## config.mk

```make
export PLATFORM = sky130hd
export DESIGN_NAME = adc_seq_ctrl
export DESIGN_NICKNAME = d
export VERILOG_FILES = /design/src/rtl/adc_seq_pkg.sv /design/src/rtl/adc_trig_detect.sv /design/src/rtl/adc_list_store.sv /design/src/rtl/adc_result_fifo.sv /design/src/rtl/adc_seq_fsm.sv /design/src/rtl/adc_seq_ctrl.sv
export SDC_FILE = /design/constraint.sdc
export NUM_CORES = 1
export LEC_CHECK = 0
export ABC_CLOCK_PERIOD_IN_PS = 8500
export BUFFER_PORTS_ARGS = -buffer_cell sky130_fd_sc_hd__buf_2
export CORE_MARGIN = 4
export CORE_UTILIZATION = 30
export DETAILED_ROUTE_END_ITERATION = 16
export GPL_TIMING_DRIVEN = 0
export PLACE_DENSITY_LB_ADDON = 0.3
export SLEW_MARGIN = 20
export SYNTH_ARGS = -nofsm -noshare
export SYNTH_HDL_FRONTEND = slang
export SYNTH_SLANG_ARGS = --single-unit
```

## constraint.sdc

```tcl
create_clock -name clk -period 8.5 [get_ports clk]
set_input_delay 1.7 -clock clk [delete_from_list [all_inputs] [get_ports clk]]
set_output_delay 1.7 -clock clk [all_outputs]
set_load 0.03 [all_outputs]
```

## src/rtl/adc_seq_pkg.sv

```systemverilog
package adc_seq_pkg;

    localparam int BUS_W   = 16;
    localparam int ENTRY_W = 8;

    localparam int OFF_CTRL1  = 'h00;
    localparam int OFF_CTRL2  = 'h02;
    localparam int OFF_STATUS = 'h04;
    localparam int OFF_DATA   = 'h10;

    localparam int C1_CONT   = 2;
    localparam int C1_FALL   = 3;
    localparam int C1_HIE    = 8;
    localparam int C1_GIE    = 15;
    localparam int C2_LISTEN = 9;
    localparam int C2_RESEN  = 10;

    typedef enum logic [1:0] {
        TRIG_OFF  = 2'd0,
        TRIG_SW   = 2'd1,
        TRIG_SCAN = 2'd2,
        TRIG_EXT  = 2'd3
    } trig_mode_e;

    typedef enum logic [1:0] {
        SEQ_IDLE  = 2'd0,
        SEQ_ARMED = 2'd1,
        SEQ_CONV  = 2'd2,
        SEQ_DONE  = 2'd3
    } seq_state_e;

endpackage

```

## src/rtl/adc_trig_detect.sv

```systemverilog
module adc_trig_detect
    import adc_seq_pkg::*;
(
    input  logic       clk,
    input  logic       rst,
    input  trig_mode_e mode,
    input  logic       falling,
    input  logic       sw_start,
    input  logic       scan_tick,
    input  logic       ext_trig,
    output logic       trig_fire
);

    logic ext_q;
    logic ext_rise;
    logic ext_fall;

    always_ff @(posedge clk) begin
        if (rst) begin
            ext_q <= 1'b0;
        end else begin
            ext_q <= ext_trig;
        end
    end

    assign ext_rise = ext_trig && !ext_q;
    assign ext_fall = !ext_trig && ext_q;

    always_comb begin
        unique case (mode)
            TRIG_OFF:  trig_fire = 1'b0;
            TRIG_SW:   trig_fire = sw_start;
            TRIG_SCAN: trig_fire = scan_tick;
            TRIG_EXT:  trig_fire = falling ? ext_fall : ext_rise;
        endcase
    end

    // an edge in external mode needs the level to have moved since the last cycle
    a_r4_ext_edge_moved: assert property (@(posedge clk) disable iff (rst)
        (mode == TRIG_EXT && trig_fire) |-> (ext_trig != ext_q));

endmodule

```

## src/rtl/adc_list_store.sv

```systemverilog
module adc_list_store #(
    parameter int DEPTH   = 16,
    parameter int ENTRY_W = 8
) (
    input  logic                       clk,
    input  logic                       rst,
    input  logic                       enable,
    input  logic                       wr_en,
    input  logic [ENTRY_W-1:0]         wr_data,
    input  logic [$clog2(DEPTH)-1:0]   rd_idx,
    output logic [ENTRY_W-1:0]         rd_data,
    output logic [$clog2(DEPTH+1)-1:0] count,
    output logic                       full
);

    localparam int IW = $clog2(DEPTH);
    localparam int CW = $clog2(DEPTH + 1);

    logic [ENTRY_W-1:0] mem [DEPTH];
    logic               do_wr;

    assign full    = (count == CW'(DEPTH));
    assign do_wr   = wr_en && enable && !full;
    assign rd_data = mem[rd_idx];

    always_ff @(posedge clk) begin
        if (rst || !enable) begin
            count <= '0;
        end else if (do_wr) begin
            count <= count + CW'(1);
        end
    end

    always_ff @(posedge clk) begin
        if (rst) begin
            for (int i = 0; i < DEPTH; i++) begin
                mem[i] <= '0;
            end
        end else if (do_wr) begin
            mem[IW'(count)] <= wr_data;
        end
    end

    // a write into a full list leaves it full, with nothing overwritten
    a_r5_list_full_drop: assert property (@(posedge clk) disable iff (rst)
        (full && wr_en && enable) |=> full);

    // a disabled list is empty one cycle later
    a_r8_list_held_empty: assert property (@(posedge clk) disable iff (rst)
        !enable |=> (count == '0));

endmodule

```

## src/rtl/adc_result_fifo.sv

```systemverilog
module adc_result_fifo #(
    parameter int DEPTH = 16,
    parameter int WIDTH = 12
) (
    input  logic                       clk,
    input  logic                       rst,
    input  logic                       enable,
    input  logic                       push,
    input  logic [WIDTH-1:0]           push_data,
    input  logic                       pop,
    output logic [WIDTH-1:0]           head,
    output logic [$clog2(DEPTH+1)-1:0] count,
    output logic                       empty,
    output logic                       half,
    output logic                       full
);

    localparam int PW   = $clog2(DEPTH);
    localparam int CW   = $clog2(DEPTH + 1);
    localparam int HALF = DEPTH / 2;

    logic [WIDTH-1:0] mem [DEPTH];
    logic [PW-1:0]    wptr;
    logic [PW-1:0]    rptr;
    logic             do_push;
    logic             do_pop;

    assign empty   = (count == '0);
    assign full    = (count == CW'(DEPTH));
    assign half    = (count >= CW'(HALF));
    assign do_push = push && enable && !full;
    assign do_pop  = pop && enable && !empty;
    assign head    = empty ? '0 : mem[rptr];

    function automatic logic [PW-1:0] bump(input logic [PW-1:0] p);
        return (p == PW'(DEPTH - 1)) ? '0 : p + PW'(1);
    endfunction

    always_ff @(posedge clk) begin
        if (rst || !enable) begin
            wptr  <= '0;
            rptr  <= '0;
            count <= '0;
        end else begin
            if (do_push) begin
                wptr <= bump(wptr);
            end
            if (do_pop) begin
                rptr <= bump(rptr);
            end
            unique case ({do_push, do_pop})
                2'b10:   count <= count + CW'(1);
                2'b01:   count <= count - CW'(1);
                default: count <= count;
            endcase
        end
    end

    always_ff @(posedge clk) begin
        if (do_push) begin
            mem[wptr] <= push_data;
        end
    end

    // a result arriving at a full queue is dropped
    a_r10_no_overflow: assert property (@(posedge clk) disable iff (rst)
        (full && push && !pop && enable) |=> full);

    // popping an empty queue leaves it empty
    a_r6_empty_pop: assert property (@(posedge clk) disable iff (rst)
        (empty && pop && !push) |=> empty);

endmodule

```

## src/rtl/adc_seq_fsm.sv

```systemverilog
module adc_seq_fsm
    import adc_seq_pkg::*;
#(
    parameter int LIST_DEPTH = 16
) (
    input  logic                            clk,
    input  logic                            rst,
    input  trig_mode_e                      mode,
    input  logic                            continuous,
    input  logic                            list_en,
    input  logic [$clog2(LIST_DEPTH+1)-1:0] list_count,
    input  logic                            trig,
    input  logic                            conv_done,
    output logic [$clog2(LIST_DEPTH)-1:0]   rd_idx,
    output logic                            conv_req,
    output logic                            active,
    output logic                            store
);

    localparam int PW = $clog2(LIST_DEPTH);
    localparam int CW = $clog2(LIST_DEPTH + 1);

    seq_state_e    state;
    seq_state_e    state_n;
    logic [PW-1:0] ptr;
    logic          run_ok;
    logic          last;

    assign run_ok = (mode != TRIG_OFF) && list_en;
    assign last   = (CW'(ptr) == (list_count - CW'(1)));
    assign rd_idx = ptr;

    always_ff @(posedge clk) begin
        if (rst) begin
            state <= SEQ_IDLE;
        end else begin
            state <= state_n;
        end
    end

    always_comb begin
        state_n = state;
        unique case (state)
            SEQ_IDLE: begin
                if (run_ok && list_count != '0) state_n = SEQ_ARMED;
            end
            SEQ_ARMED: begin
                if (!run_ok)   state_n = SEQ_IDLE;
                else if (trig) state_n = SEQ_CONV;
            end
            SEQ_CONV: begin
                if (!run_ok) begin
                    state_n = SEQ_IDLE;
                end else if (conv_done) begin
                    state_n = (last && !continuous) ? SEQ_DONE : SEQ_ARMED;
                end
            end
            SEQ_DONE: begin
                if (!run_ok) state_n = SEQ_IDLE;
            end
        endcase
    end

    always_ff @(posedge clk) begin
        if (rst || state == SEQ_IDLE) begin
            ptr <= '0;
        end else if (state == SEQ_CONV && conv_done && run_ok) begin
            ptr <= last ? '0 : ptr + PW'(1);
        end
    end

    always_comb begin
        conv_req = 1'b0;
        active   = 1'b0;
        store    = 1'b0;
        unique case (state)
            SEQ_IDLE:  ;
            SEQ_ARMED: active = 1'b1;
            SEQ_CONV: begin
                active   = 1'b1;
                conv_req = 1'b1;
                store    = conv_done && run_ok;
            end
            SEQ_DONE:  ;
        endcase
    end

    // with the source off, no request is raised on the next cycle
    a_r2_off_no_req: assert property (@(posedge clk) disable iff (rst)
        (mode == TRIG_OFF) |=> !conv_req);

    // a request is held until the converter answers
    a_r3_req_held: assert property (@(posedge clk) disable iff (rst)
        (conv_req && !conv_done && run_ok) |=> conv_req);

    // a single pass stops after its last entry
    a_r9_single_stop: assert property (@(posedge clk) disable iff (rst)
        (state == SEQ_CONV && conv_done && run_ok && last && !continuous) |=> !active);

endmodule

```

## src/rtl/adc_seq_ctrl.sv

```systemverilog
module adc_seq_ctrl
    import adc_seq_pkg::*;
#(
    parameter int LIST_DEPTH = 16,
    parameter int RES_DEPTH  = 16,
    parameter int SAMPLE_W   = 12,
    parameter int ADDR_W     = 6
) (
    input  logic                clk,
    input  logic                rst,
    input  logic [ADDR_W-1:0]   bus_addr,
    input  logic                bus_wr,
    input  logic                bus_rd,
    input  logic [BUS_W-1:0]    bus_wdata,
    output logic [BUS_W-1:0]    bus_rdata,
    input  logic                ext_trig,
    input  logic                scan_tick,
    output logic                conv_req,
    output logic [ENTRY_W-1:0]  conv_cfg,
    input  logic                conv_done,
    input  logic [SAMPLE_W-1:0] conv_sample,
    output logic                irq
);

    localparam int LIW = $clog2(LIST_DEPTH);
    localparam int LCW = $clog2(LIST_DEPTH + 1);
    localparam int RCW = $clog2(RES_DEPTH + 1);

    logic [BUS_W-1:0]    ctrl1;
    logic [BUS_W-1:0]    ctrl2;
    logic                pend;
    logic                half_q;
    trig_mode_e          mode;
    logic                sel_c1, sel_c2, sel_st, sel_dat;
    logic                sw_start;
    logic                trig_fire;
    logic [LIW-1:0]      rd_idx;
    logic [LCW-1:0]      list_count;
    logic                list_full;
    logic                active;
    logic                store;
    logic [SAMPLE_W-1:0] res_head;
    logic [RCW-1:0]      res_count;
    logic                res_empty, res_half, res_full;
    logic [BUS_W-1:0]    status;

    assign mode    = trig_mode_e'(ctrl1[1:0]);
    assign sel_c1  = (bus_addr == ADDR_W'(OFF_CTRL1));
    assign sel_c2  = (bus_addr == ADDR_W'(OFF_CTRL2));
    assign sel_st  = (bus_addr == ADDR_W'(OFF_STATUS));
    assign sel_dat = (bus_addr == ADDR_W'(OFF_DATA));
    assign sw_start = bus_rd && sel_c1;

    always_ff @(posedge clk) begin
        if (rst) begin
            ctrl1 <= '0;
            ctrl2 <= '0;
        end else if (bus_wr) begin
            if (sel_c1) ctrl1 <= bus_wdata;
            if (sel_c2) ctrl2 <= bus_wdata;
        end
    end

    adc_trig_detect u_trig (
        .clk       (clk),
        .rst       (rst),
        .mode      (mode),
        .falling   (ctrl1[C1_FALL]),
        .sw_start  (sw_start),
        .scan_tick (scan_tick),
        .ext_trig  (ext_trig),
        .trig_fire (trig_fire)
    );

    adc_list_store #(.DEPTH(LIST_DEPTH), .ENTRY_W(ENTRY_W)) u_list (
        .clk     (clk),
        .rst     (rst),
        .enable  (ctrl2[C2_LISTEN]),
        .wr_en   (bus_wr && sel_dat),
        .wr_data (bus_wdata[ENTRY_W-1:0]),
        .rd_idx  (rd_idx),
        .rd_data (conv_cfg),
        .count   (list_count),
        .full    (list_full)
    );

    adc_seq_fsm #(.LIST_DEPTH(LIST_DEPTH)) u_fsm (
        .clk        (clk),
        .rst        (rst),
        .mode       (mode),
        .continuous (ctrl1[C1_CONT]),
        .list_en    (ctrl2[C2_LISTEN]),
        .list_count (list_count),
        .trig       (trig_fire),
        .conv_done  (conv_done),
        .rd_idx     (rd_idx),
        .conv_req   (conv_req),
        .active     (active),
        .store      (store)
    );

    adc_result_fifo #(.DEPTH(RES_DEPTH), .WIDTH(SAMPLE_W)) u_res (
        .clk       (clk),
        .rst       (rst),
        .enable    (ctrl2[C2_RESEN]),
        .push      (store),
        .push_data (conv_sample),
        .pop       (bus_rd && sel_dat),
        .head      (res_head),
        .count     (res_count),
        .empty     (res_empty),
        .half      (res_half),
        .full      (res_full)
    );

    always_ff @(posedge clk) begin
        if (rst) begin
            half_q <= 1'b0;
            pend   <= 1'b0;
        end else begin
            half_q <= res_half;
            if (bus_wr && sel_st) begin
                pend <= 1'b0;
            end else if (ctrl1[C1_HIE] && res_half && !half_q) begin
                pend <= 1'b1;
            end
        end
    end

    assign irq = pend && ctrl1[C1_GIE];

    always_comb begin
        status    = '0;
        status[0] = active;
        status[1] = list_full;
        status[2] = res_empty;
        status[3] = res_half;
        status[4] = res_full;
        status[8] = pend;
    end

    always_comb begin
        bus_rdata = '0;
        if (sel_st) begin
            bus_rdata = status;
        end else if (sel_dat) begin
            bus_rdata = BUS_W'(res_head);
        end
    end

    // a clear write leaves nothing pending on the next cycle
    a_r11_clear: assert property (@(posedge clk) disable iff (rst)
        (bus_wr && sel_st) |=> !pend);

    // pending only rises while the half-full interrupt is enabled
    a_r11_set_gated: assert property (@(posedge clk) disable iff (rst)
        $rose(pend) |-> $past(ctrl1[C1_HIE]));

    // a disabled result queue reads empty one cycle later
    a_r8_res_flush: assert property (@(posedge clk) disable iff (rst)
        !ctrl2[C2_RESEN] |=> res_empty);

    // the count never exceeds the depth
    a_r10_count_bound: assert property (@(posedge clk) disable iff (rst)
        res_count <= RCW'(RES_DEPTH));

endmodule

```

Yosys cells after proc, flatten, opt, wreduce, memory -nomap -nowiden
Memories as Yosys holds them, arrays and structs flattened. A register that Yosys moved wholly into a read port is not among the register bits.
Cells that the tools add are included.
W data, S select, Z words.
{ "op_classes": {"bitwise_logic": 0, "muxes": 34, "n_lt_le_gt_ge": 1, "n_reduce_logical": 46, "div_mod_pow": 0, "eq_ne": 20, "multipliers": 0, "n_shift": 0, "addsub": 7} }
{ "op_table": {"columns": ["cell", "n"], "rows": [
  ["$mux W12", 3],
  ["$mux W4", 8],
  ["$logic_and A1 B1 Y1", 21],
  ["$mux W2", 7],
  ["$add A4 B1 Y4 const B", 3],
  ["$mux W1", 12],
  ["$add A5 B1 Y5 const B", 2],
  ["$eq A2 B2 Y1 const B", 5],
  ["$eq A5 B5 Y1 const B", 2],
  ["$pmux W5 S2", 1],
  ["$sub A5 B1 Y5 const B", 2],
  ["$logic_not A1 Y1", 9],
  ["$eq A4 B4 Y1 const B", 2],
  ["$mux W8", 1],
  ["$pmux W2 S4", 1],
  ["$reduce_or A8 Y1", 1],
  ["$eq A2 B1 Y1 const B", 3],
  ["$eq A6 B2 Y1 const B", 1],
  ["$eq A6 B3 Y1 const B", 1],
  ["$eq A6 B5 Y1 const B", 1],
  ["$logic_not A6 Y1", 1],
  ["$ne A3 B3 Y1 const B", 2],
  ["$eq A4 B5 Y1", 1],
  ["$ge A5 B4 Y1 const B", 1],
  ["11 further kinds", 17]
]} }
{ "word_totals": {"rom_bits": 0, "output_inout_bits": 26, "wordCells": 121, "memories": 2, "latch_bits": 0, "ram_bits": 320, "input_bits": 41, "register_bits": 54} }
{ "memory_table": {"columns": ["name", "words", "word_bits", "rd", "rd_ports_with_merged_regs", "wr", "line_no", "source"], "rows": [
  ["u_res.mem", 16, 12, 1, 1, 1, "adc_result_fifo.sv:22", "logic [WIDTH-1:0] mem [DEPTH];"],
  ["u_list.mem", 16, 8, 1, 1, 16, "adc_list_store.sv:19", "logic [ENTRY_W-1:0] mem [DEPTH];"]
]} }

Longest topological paths before layout
{ "depth": {"ltp_word": 9, "ltp_mapped": 15, "mapped_depth_nobuf": 13} }

By module
From an unflattened synthesis, not the netlist that was laid out.
{ "unflattened": {"cells_unflattened": 993, "area_unflattened_um2": 15977.8} }
{ "modules_own_cells": {"columns": ["module", "area_per_inst_um2", "cells_per_inst", "n_inst"], "rows": [
  ["adc_result_fifo", 8441.8, 437, 1],
  ["adc_list_store", 6313.6, 414, 1],
  ["adc_seq_ctrl", 648.1, 70, 1],
  ["adc_seq_fsm", 506.7, 64, 1],
  ["adc_trig_detect", 67.6, 8, 1]
]} }

Worst setup path before layout
OpenSTA, ideal clock, no wires.
{ "synth_path": {"kind": "input to output", "from": "input bus_addr[1]", "to": "output bus_rdata[0]", "path_buffers": 2, "slack_ns": 3.294, "arrival_ns": 3.506, "stages": 6, "t_required_ns": 6.800, "cell_sequence": "or4_4 buf_6 nor2_1 buf_4 nand2_1 o21ai_0"} }
{ "synth_via": {"elab_chain_len": 3, "elab_cells_between_ends": 4, "classes_between": "2 x eq/ne; 2 x mux"} }
{ "synth_rtl": {"columns": ["element", "line_no", "source"], "rows": [
  ["start: declaration", "adc_seq_ctrl.sv:11", "input logic [ADDR_W-1:0] bus_addr,"],
  ["$eq A6 B5 Y1", "adc_seq_ctrl.sv:51", "assign sel_dat = (bus_addr == ADDR_W'(OFF_DATA));"],
  ["$mux W12", "adc_seq_ctrl.sv:146", "end else if (sel_dat) begin"],
  ["$mux W12 *", "adc_seq_ctrl.sv:144", "if (sel_st) begin"],
  ["end: declaration", "adc_seq_ctrl.sv:15", "output logic [BUS_W-1:0] bus_rdata,"]
]} }
Every way passes the cells marked *; elsewhere a longest branch is shown, timed or not.

Final worst setup path
Same ends and word-level chain as after synthesis.

==> results.sh <==
export IMPL_status="completed"
export IMPL_die_w_um=235.4
export IMPL_grt_antenna_before_repair=3
export IMPL_drc=0
export IMPL_reg2reg_from="u_fsm.state[0]"
export IMPL_wire_per_inst_um=21.61
export IMPL_die_h_um=235.4
export IMPL_reg2reg_to="u_res.count[4]"
export IMPL_finalNonFillerCells=1770
export IMPL_vias_per_cell=4.790
export IMPL_hold_buffers=0
export IMPL_grt_max_degree=17
export IMPL_p_per_area_mw_per_mm2=205.7
export IMPL_synthSimpleGateAreaFrac_pct=10.88
export IMPL_cp_data_arrival_time_ns=4.01
export IMPL_syn_to_final_growth_pct=17.30
export IMPL_synthFlopType="edfxtp_1"
export IMPL_htree_levels=2
export IMPL_cp_required_ns=6.80
export IMPL_grt_pass1_vias=8844
export IMPL_dp_cells=1696
export IMPL_synthCells=936
export IMPL_synth_mux_area_share_pct=14.42
export IMPL_multi_input_area_mm2=0.004813
export IMPL_max_vdd_ir_drop_mv=0.1663
export IMPL_crit_fanout=10
export IMPL_drt_pass1_iter_count=5
export IMPL_wirelength_um=38250
export IMPL_ant_nets=0
export IMPL_cp_common_cell="buf_2"
export IMPL_cts_root_buf="clkbuf_16"
export IMPL_ys_seq_area_share_pct=67.49
export IMPL_ys_seq_elements=363
export IMPL_cts_tree="yes"
export IMPL_synth_compound_gate_area_share_pct=2.895
export IMPL_fin_setup_tns_ns=0
export IMPL_worstSetupPathType="primary input to output pin"
export IMPL_rsz0062_at_grt="no"
export IMPL_dieArea_mm2=0.05541
export IMPL_cts_sinks=363
export IMPL_io_buffers=57
export IMPL_fmax_ghz=0.1752
export IMPL_worstMarginPinSlew_ns=0.9742
export IMPL_gp_congestion=0.7643
export IMPL_finalCritPeriodShare_pct=67.16
export IMPL_ioPinCount=67
export IMPL_final_hold_viol_count=0
export IMPL_crit_slowest_cell="or4_4"
export IMPL_cts_buffer_depth=3
export IMPL_cts_buffers=40
export IMPL_synth_top_family_by_area="multiplexers"
export IMPL_yosys_warnings=0
export IMPL_hp_class="flop to flop"
export IMPL_netlist_area_mm2=0.01551
export IMPL_fin_nets=1117
export IMPL_crit_chain="buf_2 > or4_4 > buf_6 > nor2_1 > buf_4 > nand2_1 > o21ai_0 > buf_2"
export IMPL_worstSetupStartpointType="primary input"
export IMPL_fillers=4929
export IMPL_fin_ws_ns=2.791
export IMPL_rr_worst_depth=15
export IMPL_synth_xor_area_share_pct=0.9598
export IMPL_end_kind="output pin"
export IMPL_ys_types=62
export IMPL_grt_pass1_wl_um=57910
export IMPL_avgSynthCellArea_um2=16.57
export IMPL_hold_path_cell_count=2
export IMPL_synthArstFlopShare_pct=0
export IMPL_finalClockSkew_ns=0.03130
export IMPL_cts_resized=0
export IMPL_drt_iter0_drc=564
export IMPL_setup_violations=0
export IMPL_grtUsageTotal_pct=13.75
export IMPL_whs_ns=0.4932
export IMPL_p_total_mw=3.744
export IMPL_drive_above_1_share_pct=25.25
export IMPL_regToRegSetupSlack_ns=4.83
export IMPL_grt_overflow_total=0
export IMPL_hp_start="ctrl1[15]"
export IMPL_clkTransAtPathRegs_ns=0.06
export IMPL_synth_fa_ha_area_share_pct=1.452
export IMPL_place_ws_ns=2.853
export IMPL_slew_headroom_pct=34.62
export IMPL_start_util_pct=30.24
export IMPL_seq_area_mm2=0.01047
export IMPL_clock_latency_ns=0.57
export IMPL_slew_violations=0
export IMPL_synth_edff_count=320
export IMPL_coreArea_mm2=0.05130
export IMPL_p_leak_nw=5.960
export IMPL_dp_hpwl_um=26370
export IMPL_fp_row_count=83
export IMPL_vias=8478
export IMPL_finalCriticalPeriod_ns=5.709
export IMPL_slowest_delay_ns=0.53
export IMPL_cts_setup_buffers=0
export IMPL_cap_violations=0
export IMPL_holdPathEnd="ctrl1[15]"
==> flip-flops by register name, indices dropped and copies added (netlist names), named ones only <==
register	count
u_res.count	5
u_res.rptr	4
u_list.mem	128
u_res.mem	192
u_trig.ext_q	1
half_q	1
ctrl2	2
u_fsm.rd_idx	4
u_res.wptr	4
u_fsm.state	2
u_list.count	5
ctrl1	6
pend	1
==> kinds of logic (layout without fill, tap and decap cells) <==
kind of cell | Yosys count | count (layout)
other cells | 1 | 5
fa+ha+maj | 18 | 18
simple gates | 300 | 300
buf+inv | 66 | 216
compound gates | 65 | 65
flops | 363 | 363
mux | 106 | 106
xor+xnor | 17 | 17
==> power by group <==
part	internal [mW]	leakage, nW	total (mW)	switching, mW
sequential	1.97	3.30	1.97	0.00781
combinational	0.0260	2.06	0.0896	0.0636
clock	0.968	0.603	1.68	0.712
==> worst max path at each step <==
stage | from | end | slack (ns) | cells after the start
2_1_floorplan | bus_addr[1] | bus_rdata[0] | 3.29 | 6
3_3_place_gp | bus_addr[1] | bus_rdata[8] | 2.88 | 8
3_5_place_dp | bus_addr[1] | bus_rdata[8] | 2.85 | 8
4_1_cts | bus_addr[1] | bus_rdata[8] | 2.86 | 8
5_1_grt | bus_addr[1] | bus_rdata[0] | 2.77 | 8
6_report | bus_addr[1] | bus_rdata[0] | 2.79 | 8
==> synth_stat cells, types with 4 or more instances <==
cell        n  share of area, %
nand2_1    36              0.87
and2_1    131               5.3
nor2b_1     5              0.20
o21ai_0    20              0.65
nand3b_1    4              0.19
ha_1       18               1.5
inv_1      13              0.31
xor2_1     14              0.79
a22oi_1     6              0.29
edfxtp_1  320                62
nand3_1    12              0.39
a21oi_1     9              0.29
buf_1       6              0.15
nor4_1      7              0.28
a211oi_1    4              0.19
buf_4       6              0.29
buf_2      10              0.32
and3_1     11              0.44
a31oi_1     4              0.16
nor2_1     55               1.3
nor3_1      9              0.29
mux4_2     94                14
dfxtp_1    43               5.5
clkbuf_1   29              0.70
nor2_2      4              0.16
nand4_1     4              0.16
mux2i_1    12              0.77
==> metal layers <==
metal | vias up | GRT usage (%) | wire (um)
met4 | 2 | 3.755 | 913
met3 | 69 | 2.589 | 1851
met1 | 4338 | 18.31 | 16530
met2 | 201 | 23.22 | 18940
li1 | 3868 | - | -
met5 | - | 0 | 12
==> placed cells by master (no fill, tap or decap), types with 5 or more instances in the layout <==
| master | Yosys | routed |
|---|---|---|
| edfxtp_1 | 320 | 320 |
| and2_1 | 131 | 131 |
| mux4_2 | 94 | 94 |
| buf_2 | 10 | 67 |
| nor2_1 | 55 | 43 |
| dfxtp_1 | 43 | 43 |
| clkbuf_1 | 29 | 41 |
| clkbuf_16 | 0 | 40 |
| nand2_1 | 36 | 36 |
| ha_1 | 18 | 18 |
| nor2_2 | 4 | 16 |
| xor2_1 | 14 | 14 |
| inv_1 | 13 | 13 |
| buf_4 | 6 | 13 |
| o21ai_1 | 0 | 13 |
| mux2i_1 | 12 | 12 |
| nand3_1 | 12 | 12 |
| and3_1 | 11 | 11 |
| a21oi_1 | 9 | 9 |
| buf_6 | 1 | 8 |
| o21ai_0 | 20 | 7 |
| nor4_1 | 7 | 7 |
| a22oi_1 | 6 | 6 |
| buf_1 | 6 | 6 |
| clkinv_1 | 0 | 6 |
| buf_8 | 0 | 6 |
| nor2b_1 | 5 | 5 |
| nor3_1 | 9 | 5 |
| nor3_2 | 1 | 5 |
| clkinv_2 | 0 | 5 |
==> worst max-delay path, delay by kind of cell <==
family                 cells  cell delay [ns]
buffers and inverters      4             0.83
and+or+nand+nor            3             0.94
AOI/OAI and AO/OA          1             0.53
==> stage by stage <==
stage	util (%)	cell area, um2
4_1_cts	35.47	18200
3_5_place_dp	33.01	16930
6_report	35.47	18200
5_1_grt	35.47	18200
3_3_place_gp	32.48	16660
2_1_floorplan	-	15520
==> cell type report <==
class,instances,area share (%)
Antenna cell,1,0.01375
Buffer,53,1.334
Clock buffer,52,5.748
Clock inverter,21,1.189
Inverter,13,0.2682
Multi-Input combinational cell,510,26.45
Sequential cell,363,57.54
Tap cell,680,4.675
Timing Repair Buffer,77,2.785
Note: power is estimated with default switching activity, not from simulation.
